$ cat config.mk
export PLATFORM = sky130hd
export DESIGN_NAME = pci_irq_router
export DESIGN_NICKNAME = d
export VERILOG_FILES = /design/src/rtl/pirq_pkg.sv /design/src/rtl/pirq_detect.sv /design/src/rtl/pirq_swizzle.sv /design/src/rtl/pci_irq_router.sv
export SDC_FILE = /design/constraint.sdc
export NUM_CORES = 1
export LEC_CHECK = 0
export BUFFER_PORTS_ARGS = -buffer_cell sky130_fd_sc_hd__buf_2
export CAP_MARGIN = 20
export CORE_MARGIN = 2
export CORE_UTILIZATION = 33
export CTS_CLUSTER_DIAMETER = 120
export DETAILED_ROUTE_END_ITERATION = 12
export GPL_ROUTABILITY_DRIVEN = 0
export PLACE_DENSITY = 0.77
export REMOVE_ABC_BUFFERS = 1
export SYNTH_ARGS = -nofsm -noshare
export SYNTH_HDL_FRONTEND = slang
export SYNTH_SLANG_ARGS = --single-unit
$ cat constraint.sdc
create_clock -name clk -period 1.43 [get_ports clk]
set_input_delay 0 -clock clk [delete_from_list [all_inputs] [get_ports clk]]
set_output_delay 0 -clock clk [all_outputs]
set_load 0.01 [all_outputs]
$ cat src/rtl/pirq_pkg.sv
package pirq_pkg;
  localparam int NUM_PINS = 4;
  localparam int NUM_LINES = 4;
  localparam logic [7:0] IRQ_LINE_REG = 8'h3C;
  localparam logic [7:0] LEGACY_TOKEN = 8'd27;
  localparam logic [1:0] SKIP_SLOT_LO = 2'd2;

  typedef enum logic [1:0] {
    MODE_UNDECIDED = 2'd0,
    MODE_LEGACY    = 2'd1,
    MODE_FORCED    = 2'd2
  } map_mode_e;
endpackage

$ cat src/rtl/pirq_detect.sv
module pirq_detect
  import pirq_pkg::*;
(
  input  logic       clk,
  input  logic       rst_n,
  input  logic       variant_sel,
  input  logic       wr_en,
  input  logic [7:0] reg_off,
  input  logic [1:0] slot_lo,
  input  logic [7:0] wdata,
  output map_mode_e  mode
);
  logic      qualifies;
  map_mode_e mode_d;

  always_comb begin
    qualifies = wr_en && !variant_sel && (reg_off == IRQ_LINE_REG)
                && (mode == MODE_UNDECIDED) && (slot_lo != SKIP_SLOT_LO);
    mode_d = mode;
    if (qualifies) begin
      mode_d = (wdata == LEGACY_TOKEN) ? MODE_LEGACY : MODE_FORCED;
    end
  end

  always_ff @(posedge clk or negedge rst_n) begin
    if (!rst_n) mode <= MODE_UNDECIDED;
    else        mode <= mode_d;
  end
endmodule

$ cat src/rtl/pirq_swizzle.sv
module pirq_swizzle
  import pirq_pkg::*;
#(
  parameter int SLOT = 28
) (
  input  logic                 legacy,
  input  logic                 variant_sel,
  input  logic [NUM_PINS-1:0]  req,
  output logic [NUM_LINES-1:0] lines
);
  localparam logic [1:0] SLOT_LO = 2'(SLOT % 4);

  logic [1:0] offset;
  assign offset = variant_sel ? 2'd3 : 2'd2;

  always_comb begin
    lines = '0;
    for (int p = 0; p < NUM_PINS; p++) begin
      logic [1:0] idx;
      if (legacy && !variant_sel) idx = 2'(p);
      else                        idx = 2'(SLOT_LO + 2'(p) + offset);
      if (req[p]) lines[idx] = 1'b1;
    end
  end
endmodule

$ cat src/rtl/pci_irq_router.sv
module pci_irq_router
  import pirq_pkg::*;
#(
  parameter int NUM_SLOTS = 4,
  parameter int SLOT_BASE = 28
) (
  input  logic                        clk,
  input  logic                        rst_n,
  input  logic                        variant_sel,
  input  logic                        cfg_wr_en,
  input  logic [15:0]                 cfg_addr,
  input  logic [7:0]                  cfg_wdata,
  input  logic [NUM_PINS*NUM_SLOTS-1:0] slot_irq_req,
  output logic [NUM_LINES-1:0]        irq_out
);
  map_mode_e                   map_mode;
  logic [NUM_LINES-1:0]        slot_lines [NUM_SLOTS];
  logic [NUM_LINES-1:0]        lines_d;
  logic                        unused_addr;

  assign unused_addr = ^{cfg_addr[15:13], cfg_addr[10:8]};

  pirq_detect u_detect (
    .clk         (clk),
    .rst_n       (rst_n),
    .variant_sel (variant_sel),
    .wr_en       (cfg_wr_en),
    .reg_off     (cfg_addr[7:0]),
    .slot_lo     (cfg_addr[12:11]),
    .wdata       (cfg_wdata),
    .mode        (map_mode)
  );

  for (genvar k = 0; k < NUM_SLOTS; k++) begin : g_slot
    pirq_swizzle #(.SLOT(SLOT_BASE + k)) u_swz (
      .legacy      (map_mode == MODE_LEGACY),
      .variant_sel (variant_sel),
      .req         (slot_irq_req[k*NUM_PINS +: NUM_PINS]),
      .lines       (slot_lines[k])
    );
  end

  always_comb begin
    lines_d = '0;
    for (int k = 0; k < NUM_SLOTS; k++) lines_d = lines_d | slot_lines[k];
  end

  always_ff @(posedge clk or negedge rst_n) begin
    if (!rst_n) irq_out <= '0;
    else        irq_out <= lines_d;
  end
endmodule

# ---- After elaboration in Yosys (flattened, before gate mapping)
# Index checks and enable logic that the tools add are counted.
dict set report totals {
  regBits 6
  input_bits 44
}
dict set report classes {
  reduce_logical 23
  n_eq_ne 4
  add_sub_neg 3
  muxes 66
  bitwise_logic 15
  n_lt_le_gt_ge 32
}
# cell n
set op_table {}
lappend op_table {{4-bit 2-to-1 mux} 16}
lappend op_table {{4-bit bitwise OR} 15}
lappend op_table {{2-bit by 3-bit less-than comparator with 1-bit output, second input constant} 16}
lappend op_table {{2-bit 2-to-1 mux} 17}
lappend op_table {{1-bit demux with 2-bit select} 16}
lappend op_table {{2-bit by 1-bit greater-or-equal comparator with 1-bit output, second input constant} 16}
lappend op_table {{1-bit logical AND} 21}
lappend op_table {{1-bit 2-to-1 mux} 17}
lappend op_table {{8-bit by 5-bit == test with 1-bit output, second input constant} 1}
lappend op_table {{8-bit by 6-bit == test with 1-bit output, second input constant} 1}
lappend op_table {{2-bit adder, first input constant} 2}
lappend op_table {{1-bit by 2-bit adder with 2-bit output, first input constant} 1}
lappend op_table {{2-bit by 1-bit == test with 1-bit output, second input constant} 1}
lappend op_table {{2-bit logical NOT} 1}
lappend op_table {{2-bit inequality test, second input constant} 1}
lappend op_table {{1-bit logical NOT} 1}

# ---- Longest topological paths before layout
dict set report logic_depth {
  ltp_word 17
  ltp_mapped 4
  ltp_nobuf 3
}

# ---- Cells and area by module
# From an unflattened synthesis, not the netlist that was laid out.
dict set report unflattened {
  cells_unflattened 57
  area_unflattened_um2 579.3
}
# module seq_area_each_um2 cells_each area_each_um2 n_inst
set modules_own_cells {}
lappend modules_own_cells {{pirq_swizzle at g_slot[0].u_swz ...} 0.0 13 86.3 2}
lappend modules_own_cells {pirq_detect 50.0 13 153.9 1}
lappend modules_own_cells {pci_irq_router 100.1 9 136.4 1}
lappend modules_own_cells {{pirq_swizzle at g_slot[1].u_swz} 0.0 5 71.3 1}
lappend modules_own_cells {{pirq_swizzle at g_slot[2].u_swz} 0.0 4 45.0 1}

# ---- Worst setup path before layout
# Ideal clock, no wire load.
dict set report synth_path {
  kind {register to register}
  from {register u_detect.mode[0]}
  to {register irq_out[1]}
  t_required_ns 1.304
  slack_ns 0.297
  setup_ns 0.126
  t_arrival_ns 1.007
  path_stages_with_launch 5
  cell_sequence {dfrtp_1 > nor2b_1 > clkbuf_2 > mux2i_1 > o31a_2}
}
dict set report synth_between {
  elab_chain_cells 17
}
# element line_no
set synth_lines {}
lappend synth_lines {{start: declaration} pirq_detect.sv:11} ;# output map_mode_e mode
lappend synth_lines {{start signal: assignment} pirq_detect.sv:27} ;# else mode <= mode_d;
lappend synth_lines {{2-bit by 1-bit == test with 1-bit output *} pci_irq_router.sv:36} ;# .legacy (map_mode == MODE_LEGACY),
lappend synth_lines {{1-bit logical AND *} pirq_swizzle.sv:20} ;# if (legacy && !variant_sel) idx = 2'(p);
lappend synth_lines {{2-bit 2-to-1 mux} pirq_swizzle.sv:20}
lappend synth_lines {{2-bit by 3-bit less-than comparator with 1-bit output (not written as such) / 2-bit by 1-bit greater-or-equal comparator with 1-bit output (equally long branches)} pirq_swizzle.sv:22} ;# if (req[p]) lines[idx] = 1'b1;
lappend synth_lines {{1-bit logical AND (not written as such)} pirq_swizzle.sv:22}
lappend synth_lines {{1-bit 2-to-1 mux (not written as such)} pirq_swizzle.sv:22}
lappend synth_lines {{1-bit demux with 2-bit select} -}
lappend synth_lines {{4-bit 2-to-1 mux} pirq_swizzle.sv:22}
lappend synth_lines {{4-bit bitwise OR (no line)} -}
lappend synth_lines {{4-bit 2-to-1 mux} pirq_swizzle.sv:22}
lappend synth_lines {{4-bit bitwise OR (no line)} -}
lappend synth_lines {{4-bit 2-to-1 mux} pirq_swizzle.sv:22}
lappend synth_lines {{4-bit bitwise OR (no line)} -}
lappend synth_lines {{4-bit 2-to-1 mux} pirq_swizzle.sv:22}
lappend synth_lines {{4-bit bitwise OR (2 in series)} pci_irq_router.sv:45} ;# for (int k = 0; k < NUM_SLOTS; k++) lines_d = lines_d | slot_lines[k];
lappend synth_lines {{4-bit bitwise OR *} pci_irq_router.sv:45}
lappend synth_lines {{net lines_d[1]} pci_irq_router.sv:18} ;# logic [NUM_LINES-1:0] lines_d;
lappend synth_lines {{end signal: assignment} pci_irq_router.sv:50} ;# else irq_out <= lines_d;
lappend synth_lines {{end: declaration} pci_irq_router.sv:14} ;# output logic [NUM_LINES-1:0] irq_out
# The timed path passes the listed nets; every way through them passes the cells marked *.
# A chain may end at the register's enable or synchronous reset.

# ---- Worst setup path in the final report
dict set report layout_path {
  from {register u_detect.mode[1]}
  to {register irq_out[1]}
}
# Same word-level chain as after synthesis.

==> run summary <==
Worst-Skew Late Latency: 0.24 ns
Setup TNS: 0 ns
Reg2Reg Setup Slack: 0.13 ns
endpoints failing setup: 0
Max IR drop VDD: 0.627 mV
top cells by area, synth: dfrtp_1 34%, nor3_1 10%, mux2i_1 9.0%
vias in the first global route: 376
CTS Root Cell: clkbuf_4
area leader, netlist: dfrtp_1
pwr dens: 604 nW/um^2
CORE AREA: 1280 um^2
pin count of the biggest net entering global routing: 10
Fmax: 768 MHz
starting DRC count in detailed routing: 5
initial antenna violation count: 0
largest family of logic cells by synthesized area: simple AND/OR/NAND/NOR gates
outcome: finished clean
Synth Area in Simple Gates: 34.1%
most common cell in the synthesized netlist: nor3_1
Mapped Cells: 41
first-pass GRT wire length: 1360 um
worst relative slew slack: 70.9%
Layout Utilization: 54.8%
critical path endpoint category: register
Max Root-Sink Buffers: 2
Site Rows: 13
filler cell count in the final layout: 129
Routed WL per cell: 10.3 um
adder-cell share of the synthesized area: 0%
clock slew at reported path FFs: 0.04 ns
ys async rst share: 100%
Worst-Margin Slew: 0.436 ns
critical path class: register to register
post-CTS resize count: 0
Port Buffers: 41
post-CTS setup buffer count: 0
Worst EP arrival: 1.42 ns
final hold slack: 0.00546 ns
placed cell areas: 652 um^2
Placement Setup Slack: 0.126 ns
top cells by count, synth: 9 x nor3_1, 6 x dfrtp_1, 4 x mux2i_1, 4 x nand3b_1, 4 x o31a_2
final net count: 132
Yosys cell types: 17
worst min path class: input port to register
Die ar.: 1660 um^2
share of layout cells above drive strength 1: 62.8%
compound-gate portion of the synthesized area: 17.7%
leakage dissipation: 0.344 nW
via count of the routed design: 489
cell area after layout: 704 um^2
Setup Skew: 0.00304 ns
commonest register cell after synthesis: dfrtp_1
Avg Inst Size Synth: 10.8 um^2
Synth top area share: 33.8%
CTS tree: done
ant diodes: 0
type of origin of the critical path: register
Post-synth EDFFs: 0
area of the multi-input gates: 270 um^2
global route overflow: 0
post-layout min period: 1.30 ns
area grow syn2layout: 58.6%
CTS buffer count: 3
H-tree lvl count: 1
max-slew violations: 0
final period utilization: 91.0%
Initial Utilization: 34.6%
Mapped Area: 444 um^2
post-synthesis sequential area ratio: 33.8%
Via density: 4.84
total clock sinks: 6
Fin. Hold Viols: 0
# Max-Cap Violations: 0
Worst Path Max Fanout: 4
die extent in x: 40.7 um
Post-Synth XOR/XNOR Area: 0%
drt total wl: 1040 um
Residual DRC: 0
drt pass-1 iters: 2
Synth Register Bits: 6
register area: 150 um^2
Syn. warnings: 0
Post-DRT Antenna Nets: 0
I/O pin cnt: 48
Worst Path Required: 1.55 ns
multiplexer area fraction after synthesis: 9.01%
RSZ-0062 raised after global routing: no
GRT Total Usage: 13.2%
worst setup margin: 0.129 ns
Die H: 40.7 um
cell families after synthesis:
family | count (synthesis)
flops | 6
compound gates | 7
buf+inv | 4
simple gates | 20
mux | 4
metal layers:
| metal | vias to the layer above | global-route usage [%] | part of all wire [%] |
|---|---|---|---|
| met3 | 0 | 6.52 | 12 |
| met1 | 210 | 14.0 | 40 |
| li1 | 251 | - | - |
| met4 | 0 | 7.50 | 0 |
| met5 | - | 0 | 0 |
| met2 | 28 | 21.0 | 48 |
final cells by class:
type                            count  share of cell area [%]
Clock buffer                        3                    3.20
Inverter                            2                    1.07
Multi-Input combinational cell     31                    38.4
Sequential cell                     6                    21.3
Tap cell                           15                    2.66
Timing Repair Buffer               44                    33.4
flip-flops by register name (all words and copies together), names as in the netlist:
name / count
irq_out: 4
u_detect.mode: 2
what timing repair did:
action / in CTS / in global routing
endpoints found under the setup margin: 0 / 0
hold endpoints to repair: 8 / 0
hold buffers: 3 / 0
critical path: stages, from the launching register on:
cell and delay, ns:
dfrtp_1 0.38, nor2b_1 0.37, mux2i_1 0.14, o31a_2 0.29
power breakdown:
group | internal [W] | switching (W)
combinational | 0.0000590 | 0.0000398
sequential | 0.000174 | 0.000000915
clock | 0.0000946 | 0.0000573
stage by stage:
step | total power [W] | instances
2_1_floorplan | 0.000203 | 39
3_3_place_gp | 0.000269 | 95
3_5_place_dp | 0.000270 | 95
5_1_grt | 0.000454 | 101
6_report | 0.000426 | 101
4_1_cts | 0.000433 | 101
cell usage in the layout, fill, tap and decap left out, drive strengths merged:
cell type / instances
inv: 2
dlygate4sd3: 3
nand4b: 1
and4bb: 2
nor4b: 1
o31a: 4
nor3: 9
nand3b: 4
buf: 41
mux2i: 4
o41ai: 1
o2111ai: 1
nor2b: 1
o21bai: 1
clkbuf: 3
or2: 1
dfrtp: 6
nand2b: 1
worst paths after layout:
| check | from | to | cells past startpoint |
|---|---|---|---|
| worst max-delay path | u_detect.mode[1] | irq_out[1] | 3 |
| worst min-delay path | slot_irq_req[9] | irq_out[1] | 2 |
| worst max register to register | u_detect.mode[1] | irq_out[1] | 3 |
| worst min register to register | u_detect.mode[0] | u_detect.mode[0] | 2 |
| max in group asynchronous | rst_n | irq_out[2] | 2 |
| min in group asynchronous | rst_n | u_detect.mode[1] | 2 |
Note: power is estimated with default switching activity, not from simulation.
